File: src/rtl/dpot_pkg.sv
package dpot_pkg;

    localparam int BYTE_BITS  = 8;
    localparam int FRAME_BITS = 32;
    localparam int SHORT_BITS = 16;
    localparam int DATA_W     = 10;
    localparam int TX_W       = 16;

    typedef enum logic [2:0] {
        OP_NONE      = 3'd0,
        OP_RD_WIPER  = 3'd1,
        OP_WR_WIPER  = 3'd2,
        OP_RD_DREG   = 3'd3,
        OP_WR_DREG   = 3'd4,
        OP_XFR_D2W   = 3'd5,
        OP_XFR_W2D   = 3'd6,
        OP_RD_STATUS = 3'd7
    } op_e;

    typedef enum logic [2:0] {
        PH_IDLE,
        PH_IDENT,
        PH_INSTR,
        PH_DATA,
        PH_DONE,
        PH_DROP
    } phase_e;

    function automatic op_e decode_op(input logic rd_flag, input logic [7:0] ib);
        op_e res;
        res = OP_NONE;
        if (ib[4] == 1'b0) begin
            case ({rd_flag, ib[7:5]})
                4'b1100: res = (ib[1:0] == 2'b00) ? OP_RD_WIPER : OP_NONE;
                4'b0101: res = (ib[1:0] == 2'b00) ? OP_WR_WIPER : OP_NONE;
                4'b1101: res = (ib[1:0] == 2'b00) ? OP_RD_DREG  : OP_NONE;
                4'b0110: res = (ib[1:0] == 2'b00) ? OP_WR_DREG  : OP_NONE;
                4'b1110: res = (ib[1:0] == 2'b00) ? OP_XFR_D2W  : OP_NONE;
                4'b0111: res = (ib[1:0] == 2'b00) ? OP_XFR_W2D  : OP_NONE;
                4'b1010: res = (ib[3:0] == 4'b0001) ? OP_RD_STATUS : OP_NONE;
                default: res = OP_NONE;
            endcase
        end
        return res;
    endfunction

    function automatic logic is_read(input op_e op);
        return (op == OP_RD_WIPER) || (op == OP_RD_DREG) || (op == OP_RD_STATUS);
    endfunction

    function automatic logic is_short(input op_e op);
        return (op == OP_XFR_D2W) || (op == OP_XFR_W2D);
    endfunction

endpackage

File: src/rtl/dpot_sync.sv
module dpot_sync #(
    parameter int         W       = 1,
    parameter int         STAGES  = 2,
    parameter logic [W-1:0] RST_VAL = '0
) (
    input  logic         clk,
    input  logic         rst,
    input  logic [W-1:0] d,
    output logic [W-1:0] q
);
    logic [W-1:0] stg [STAGES];

    always_ff @(posedge clk) begin
        if (rst) stg[0] <= RST_VAL;
        else     stg[0] <= d;
    end

    for (genvar i = 1; i < STAGES; i++) begin : g_stage
        always_ff @(posedge clk) begin
            if (rst) stg[i] <= RST_VAL;
            else     stg[i] <= stg[i-1];
        end
    end

    assign q = stg[STAGES-1];
endmodule

File: src/rtl/dpot_edge_hold.sv
module dpot_edge_hold (
    input  logic clk,
    input  logic rst,
    input  logic s_sck,
    input  logic s_hold_n,
    output logic rise,
    output logic fall,
    output logic paused
);
    logic sck_d;

    always_ff @(posedge clk) begin
        if (rst) begin
            sck_d  <= 1'b0;
            paused <= 1'b0;
        end else begin
            sck_d <= s_sck;
            // the pause state may only change while the serial clock is low
            if (!s_sck) paused <= ~s_hold_n;
        end
    end

    assign rise = s_sck & ~sck_d & ~paused;
    assign fall = ~s_sck & sck_d & ~paused;
endmodule

File: src/rtl/dpot_frame.sv
module dpot_frame
    import dpot_pkg::*;
#(
    parameter logic [3:0] DEV_ID = 4'b0101
) (
    input  logic              clk,
    input  logic              rst,
    input  logic              s_cs_n,
    input  logic              s_si,
    input  logic              rise,
    input  logic              addr_pin,
    input  logic              wip,
    input  logic [DATA_W-1:0] rd_data,
    output logic              cmd_valid,
    output op_e               cmd_op,
    output logic [1:0]        cmd_reg,
    output logic [DATA_W-1:0] cmd_data,
    output logic              rd_req,
    output logic              rd_mode,
    output logic              tx_load,
    output logic [TX_W-1:0]   tx_word
);
    localparam int CNT_W     = $clog2(FRAME_BITS);
    localparam int ID_LAST   = BYTE_BITS - 1;
    localparam int IN_LAST   = 2 * BYTE_BITS - 1;
    localparam int HI_LAST   = 3 * BYTE_BITS - 1;
    localparam int LO_LAST   = FRAME_BITS - 1;
    localparam int HI_W      = DATA_W - BYTE_BITS;

    phase_e                   phase;
    logic [CNT_W-1:0]         cnt;
    logic [BYTE_BITS-2:0]     sh;
    logic                     rd_flag;
    logic                     cs_d;
    logic [BYTE_BITS-1:0]     byte_now;
    op_e                      op_new;

    assign byte_now = {sh, s_si};
    assign op_new   = decode_op(rd_flag, byte_now);

    always_ff @(posedge clk) begin
        if (rst) begin
            phase     <= PH_IDLE;
            cnt       <= '0;
            sh        <= '0;
            rd_flag   <= 1'b0;
            cs_d      <= 1'b0;
            cmd_valid <= 1'b0;
            cmd_op    <= OP_NONE;
            cmd_reg   <= '0;
            cmd_data  <= '0;
            rd_req    <= 1'b0;
            rd_mode   <= 1'b0;
            tx_load   <= 1'b0;
            tx_word   <= '0;
        end else begin
            cs_d      <= s_cs_n;
            cmd_valid <= 1'b0;
            rd_req    <= 1'b0;
            tx_load   <= rd_req;
            if (rd_req) begin
                if (cmd_op == OP_RD_STATUS) tx_word <= {{(TX_W-1){1'b0}}, wip};
                else                        tx_word <= {{(TX_W-DATA_W){1'b0}}, rd_data};
            end
            if (s_cs_n) begin
                if (!cs_d && phase == PH_DONE && !is_read(cmd_op)) cmd_valid <= 1'b1;
                phase   <= PH_IDLE;
                cnt     <= '0;
                rd_mode <= 1'b0;
            end else if (cs_d) begin
                phase <= PH_IDENT;
                cnt   <= '0;
            end else if (rise) begin
                sh  <= byte_now[BYTE_BITS-2:0];
                cnt <= cnt + 1'b1;
                case (phase)
                    PH_IDENT: if (cnt == CNT_W'(ID_LAST)) begin
                        rd_flag <= s_si;
                        if (byte_now[7:4] == DEV_ID && byte_now[3:2] == 2'b00 &&
                            byte_now[1] == addr_pin)
                            phase <= PH_INSTR;
                        else
                            phase <= PH_DROP;
                    end
                    PH_INSTR: if (cnt == CNT_W'(IN_LAST)) begin
                        if (op_new == OP_NONE) begin
                            phase <= PH_DROP;
                        end else begin
                            cmd_op  <= op_new;
                            cmd_reg <= byte_now[3:2];
                            phase   <= is_short(op_new) ? PH_DONE : PH_DATA;
                            if (is_read(op_new)) begin
                                rd_req  <= 1'b1;
                                rd_mode <= 1'b1;
                            end
                        end
                    end
                    PH_DATA: begin
                        if (cnt == CNT_W'(HI_LAST))
                            cmd_data[DATA_W-1 -: HI_W] <= byte_now[HI_W-1:0];
                        if (cnt == CNT_W'(LO_LAST)) begin
                            cmd_data[BYTE_BITS-1:0] <= byte_now;
                            phase <= PH_DONE;
                        end
                    end
                    PH_DONE: begin
                        phase   <= PH_DROP;
                        rd_mode <= 1'b0;
                    end
                    default: ;
                endcase
            end
        end
    end
endmodule

File: src/rtl/dpot_tx.sv
module dpot_tx
    import dpot_pkg::*;
(
    input  logic            clk,
    input  logic            rst,
    input  logic            s_cs_n,
    input  logic            fall,
    input  logic            paused,
    input  logic            active,
    input  logic            load,
    input  logic [TX_W-1:0] word,
    output logic            so,
    output logic            so_oe
);
    logic [TX_W-1:0] sh;

    always_ff @(posedge clk) begin
        if (rst || s_cs_n) begin
            sh    <= '0;
            so    <= 1'b0;
            so_oe <= 1'b0;
        end else begin
            if (load) begin
                sh <= word;
                so <= 1'b0;
            end else if (fall && active) begin
                so <= sh[TX_W-1];
                sh <= {sh[TX_W-2:0], 1'b0};
            end
            so_oe <= active & ~paused;
        end
    end
endmodule

File: src/rtl/dpot_spi_front.sv
module dpot_spi_front
    import dpot_pkg::*;
#(
    parameter logic [3:0] DEV_ID      = 4'b0101,
    parameter int         SYNC_STAGES = 2
) (
    input  logic              clk,
    input  logic              rst,
    input  logic              cs_n,
    input  logic              sck,
    input  logic              si,
    input  logic              hold_n,
    input  logic              addr_pin,
    input  logic              wip,
    input  logic [DATA_W-1:0] rd_data,
    output logic              so,
    output logic              so_oe,
    output logic              rd_req,
    output logic              cmd_valid,
    output logic [2:0]        cmd_op,
    output logic [1:0]        cmd_reg,
    output logic [DATA_W-1:0] cmd_data
);
    // pin order in the synchronizer: {hold_n, si, sck, cs_n}
    localparam logic [3:0] SYNC_RST = 4'b1000;

    logic [3:0]      s_pins;
    logic            s_cs_n, s_sck, s_si, s_hold_n;
    logic            rise, fall, paused;
    logic            rd_mode, tx_load;
    logic [TX_W-1:0] tx_word;
    op_e             op_q;

    dpot_sync #(.W(4), .STAGES(SYNC_STAGES), .RST_VAL(SYNC_RST)) u_sync (
        .clk (clk),
        .rst (rst),
        .d   ({hold_n, si, sck, cs_n}),
        .q   (s_pins)
    );
    assign {s_hold_n, s_si, s_sck, s_cs_n} = s_pins;

    dpot_edge_hold u_edge (
        .clk      (clk),
        .rst      (rst),
        .s_sck    (s_sck),
        .s_hold_n (s_hold_n),
        .rise     (rise),
        .fall     (fall),
        .paused   (paused)
    );

    dpot_frame #(.DEV_ID(DEV_ID)) u_frame (
        .clk       (clk),
        .rst       (rst),
        .s_cs_n    (s_cs_n),
        .s_si      (s_si),
        .rise      (rise),
        .addr_pin  (addr_pin),
        .wip       (wip),
        .rd_data   (rd_data),
        .cmd_valid (cmd_valid),
        .cmd_op    (op_q),
        .cmd_reg   (cmd_reg),
        .cmd_data  (cmd_data),
        .rd_req    (rd_req),
        .rd_mode   (rd_mode),
        .tx_load   (tx_load),
        .tx_word   (tx_word)
    );
    assign cmd_op = op_q;

    dpot_tx u_tx (
        .clk    (clk),
        .rst    (rst),
        .s_cs_n (s_cs_n),
        .fall   (fall),
        .paused (paused),
        .active (rd_mode),
        .load   (tx_load),
        .word   (tx_word),
        .so     (so),
        .so_oe  (so_oe)
    );
endmodule

File: config.mk
export PLATFORM = sky130hd
export DESIGN_NAME = dpot_spi_front
export DESIGN_NICKNAME = d
export VERILOG_FILES = /design/src/rtl/dpot_pkg.sv /design/src/rtl/dpot_sync.sv /design/src/rtl/dpot_edge_hold.sv /design/src/rtl/dpot_frame.sv /design/src/rtl/dpot_tx.sv /design/src/rtl/dpot_spi_front.sv
export SDC_FILE = /design/constraint.sdc
export NUM_CORES = 1
export LEC_CHECK = 0
export ABC_AREA = 1
export BUFFER_PORTS_ARGS = -buffer_cell sky130_fd_sc_hd__buf_4
export CAP_MARGIN = 0
export CORE_MARGIN = 2
export CORE_UTILIZATION = 55
export CTS_CLUSTER_SIZE = 30
export DETAILED_ROUTE_END_ITERATION = 8
export PLACE_DENSITY = 0.84
export SLEW_MARGIN = 20
export SYNTH_ARGS = -nofsm -noshare
export SYNTH_HDL_FRONTEND = slang
export SYNTH_SLANG_ARGS = --single-unit
File: constraint.sdc
create_clock -name clk -period 2.23 [get_ports clk]
set_input_delay 0.3345 -clock clk [delete_from_list [all_inputs] [get_ports clk]]
set_output_delay 0.3345 -clock clk [all_outputs]
set_load 0.01 [all_outputs]
==> results by group <==
GRT
  • Global-route wire length before repair: 10.7 mm
  • Grt met3 use: 8.26%
  • GRT Max-Usage Layer: met2
  • Met2 Usage GRT: 36.2%
  • GRT overflow: 0
  • Met1 Usage GRT: 27.1%
  • GRT Util Overall: 22.3%
  • Vias in the first global route: 2423
  • Initial antenna violation count: 0
  • Largest net degree at the start of global routing: 32

Pwr
  • PD cells: 688 nW/um^2
  • Final Power: 0.00242 W
  • Static Leakage: 1.46 nW
  • Max rail drop VDD: 559 uV

Layout
  • Fill count: 445
  • Share of cells above drive strength 1: 18.7%
  • Post-layout nets: 446
  • Antenna diode count: 0
  • Layout area overhead: 16.9%
  • Final std cell area, no fill: 3510 sq um
  • Top Registers: u_tx.sh (16), u_frame.cmd_data (10), u_frame.tx_word (10)
  • Largest Register: u_tx.sh
  • Max reg flops: 16

Yosys
  • FF+latch count, synth: 74
  • Synth area leaders: dfxtp_1 49%, a21oi_1 8.0%, o21ai_0 6.5%, nand2_1 6.3%, inv_1 5.8%
  • Fraction of synthesized cell area in xor and xnor cells: 0.292%
  • Largest family of logic cells by synthesized area: simple AND/OR/NAND/NOR gates
  • Most used DFF post-synth: dfxtp_1
  • Netlist Area Pre-Place: 3000 sq um
  • Cells after synthesis: 385
  • Share of synthesized registers carrying an async set or reset: 0%
  • Yosys warnings: 0
  • Syn Nets: 406
  • Synth top area share: 49.3%
  • Post-synth EDFFs: 0
  • Count leader, synth: dfxtp_1
  • Commonest cells in the synthesized netlist: 74 x dfxtp_1, 50 x nand2_1, 48 x a21oi_1
  • Adder-cell share of the synthesized area: 1.25%
  • Compound-Gate Fraction of Synth Area: 19.4%
  • Area leader, netlist: dfxtp_1
  • Synth cell types: 33
  • Post-synthesis mux area share: 0%
  • Synth Area in Simple Gates: 20.9%
  • Syn_area_per_cell: 7.80 sq um
  • Proportion of synthesized chip area in sequential cells: 49.3%

Critical path
  • Worst Setup End Kind: register
  • CP required: 2.46 ns
  • CP arrival: 2.14 ns
  • Startpoint types: register
  • Crit Path Class: register to register
  • Critical path fanouts, max: 7

Drt
  • 1st-iter DRT viols: 177
  • Avg Vias per Cell: 5.15
  • Avg WL per Cell: 12.1 um
  • Post-DRT Antenna Nets: 0
  • DRT Wirelength: 6.02 mm
  • Drt pass-1 iters: 5
  • Residual DRC count: 0
  • Via count: 2565

STA
  • Clock skew: 0.00643 ns
  • Rel. slew slack: 67.6%
  • Tightest Pin Transition: 0.485 ns
  • RSZ-0062 raised after global routing: no
  • Final Hold Fails: 0
  • Final period util: 85.6%
  • FMAX: 524 MHz
  • Hold_ws: 0.173 ns
  • Max-slew violations: 0
  • Final Critical Period: 1.91 ns
  • Post-route setup TNS: 0 ns
  • Final setup viols: 0

Floorplanning
  • Die Span Y: 77.9 um
  • Die area: 6070 sq um
  • FP Rows: 26
  • Starting Density: 58.1%
  • Die width: 77.9 um
  • Core Area: 5170 sq um
  • Ports: 37

Clock network
  • Worst-Skew Late Latency: 0.34 ns
  • H-tree levels: 3
  • # clock sinks: 74
  • Hold_buf cts: 0
  • Postcts setup bufs: 0
  • Clock-pin slew on the worst setup and hold paths: 0.07 ns
  • Max clock buf depth: 2
  • CTS tree: built
  • Number of CTS-inserted buffers: 9
  • CTS root buffer: clkbuf_8
  • PostCTS Resize Cnt: 0

Min path
  • Worst min path class: primary input to register

Run status
  • Status: finished, final reports clean

Placed design
  • DP Wirelength: 4.37 mm
  • Placed inst area: 3340 sq um
  • PortBufs: 36
  • GPL Wtd Cong: 0.916

Flow run
  • Max_cap viols: 0
cell families after synthesis:
family / count (synthesis)
and+or+nand+nor: 131
buffers and inverters: 69
xor gates and xnor gates: 1
DFF: 74
AOI/OAI and AO/OA: 107
adders and majority gates: 3
report_power, final:
group	leakage, nW	internal [W]	total (W)	switching [W]
combinational	0.766	0.0000468	0.000112	0.0000650
clock	0.0918	0.000499	0.000948	0.000449
sequential	0.599	0.00134	0.00136	0.0000166
total	1.46	0.00188	0.00242	0.000531
layout by cell type (no fill, tap or decap), types with 2 or more instances in the layout:
| cell type | instances |
|---|---|
| a21oi_1 | 48 |
| clkbuf_8 | 9 |
| dfxtp_1 | 74 |
| nor3_1 | 8 |
| inv_2 | 12 |
| nor2_8 | 2 |
| o221ai_1 | 6 |
| a31oi_1 | 2 |
| nor2_4 | 3 |
| clkinv_2 | 3 |
| nor2_2 | 3 |
| ha_1 | 3 |
| o21ai_0 | 39 |
| o211ai_1 | 2 |
| or2_2 | 2 |
| o21ai_1 | 5 |
| nand2_1 | 50 |
| nand2_2 | 2 |
| inv_1 | 46 |
| nand4_1 | 4 |
| nand3_1 | 11 |
| buf_4 | 39 |
| nor2_1 | 42 |
worst paths after layout:
path                                from  slack, ns                        endpoint  depth (start not counted)
max          u_frame.cnt[0]$_SDFFE_PP0P_       0.32  u_frame.cmd_op[1]$_SDFFE_PP0P_                         13
min                               hold_n       0.17     u_sync.stg[0][3]$_SDFF_PP1_                          2
max reg2reg  u_frame.cnt[0]$_SDFFE_PP0P_       0.32  u_frame.cmd_op[1]$_SDFFE_PP0P_                         13
min reg2reg  u_sync.stg[0][1]$_SDFF_PP0_       0.40     u_sync.stg[1][1]$_SDFF_PP0_                          2
stage by stage:
step / worst slack, ns / util, % / instances
after floorplan: 0.516 / - / 385
after CTS: 0.340 / 67.9 / 498
after global routing: 0.0754 / 67.9 / 498
after global placement: 0.464 / 64.5 / 484
final: 0.322 / 67.9 / 498
after detailed placement: 0.368 / 64.5 / 484
area by class of cell:
type                    instances  area (sq um)  share of cell area (%)
repair buffers                 39           293                    8.34
inverters                      59           221                    6.31
flip-flops and latches         74          1480                    42.2
well taps                      70          87.6                    2.49
clock inverters                 4          45.0                    1.28
clock buffers                  10           128                    3.64
multi-input cells             242          1250                    35.7
per-layer routing:
metal	up-vias	wire length, um
met2	68	2810
met3	13	351
met4	0	114
li1	1346	-
met1	1138	2750
met5	-	0
critical path, stage by stage, from the launching register on:
cell and delay, ns:
dfxtp_1 0.38, ha_1 0.19, inv_1 0.06, nor3_1 0.22
ha_1 0.19, inv_1 0.05, nor2_1 0.13, inv_2 0.07
nor2_4 0.13, inv_2 0.07, nor2_8 0.15, inv_2 0.05
nand2_1 0.06, a21oi_1 0.06
No activity file was read; power rests on OpenSTA's default activity.
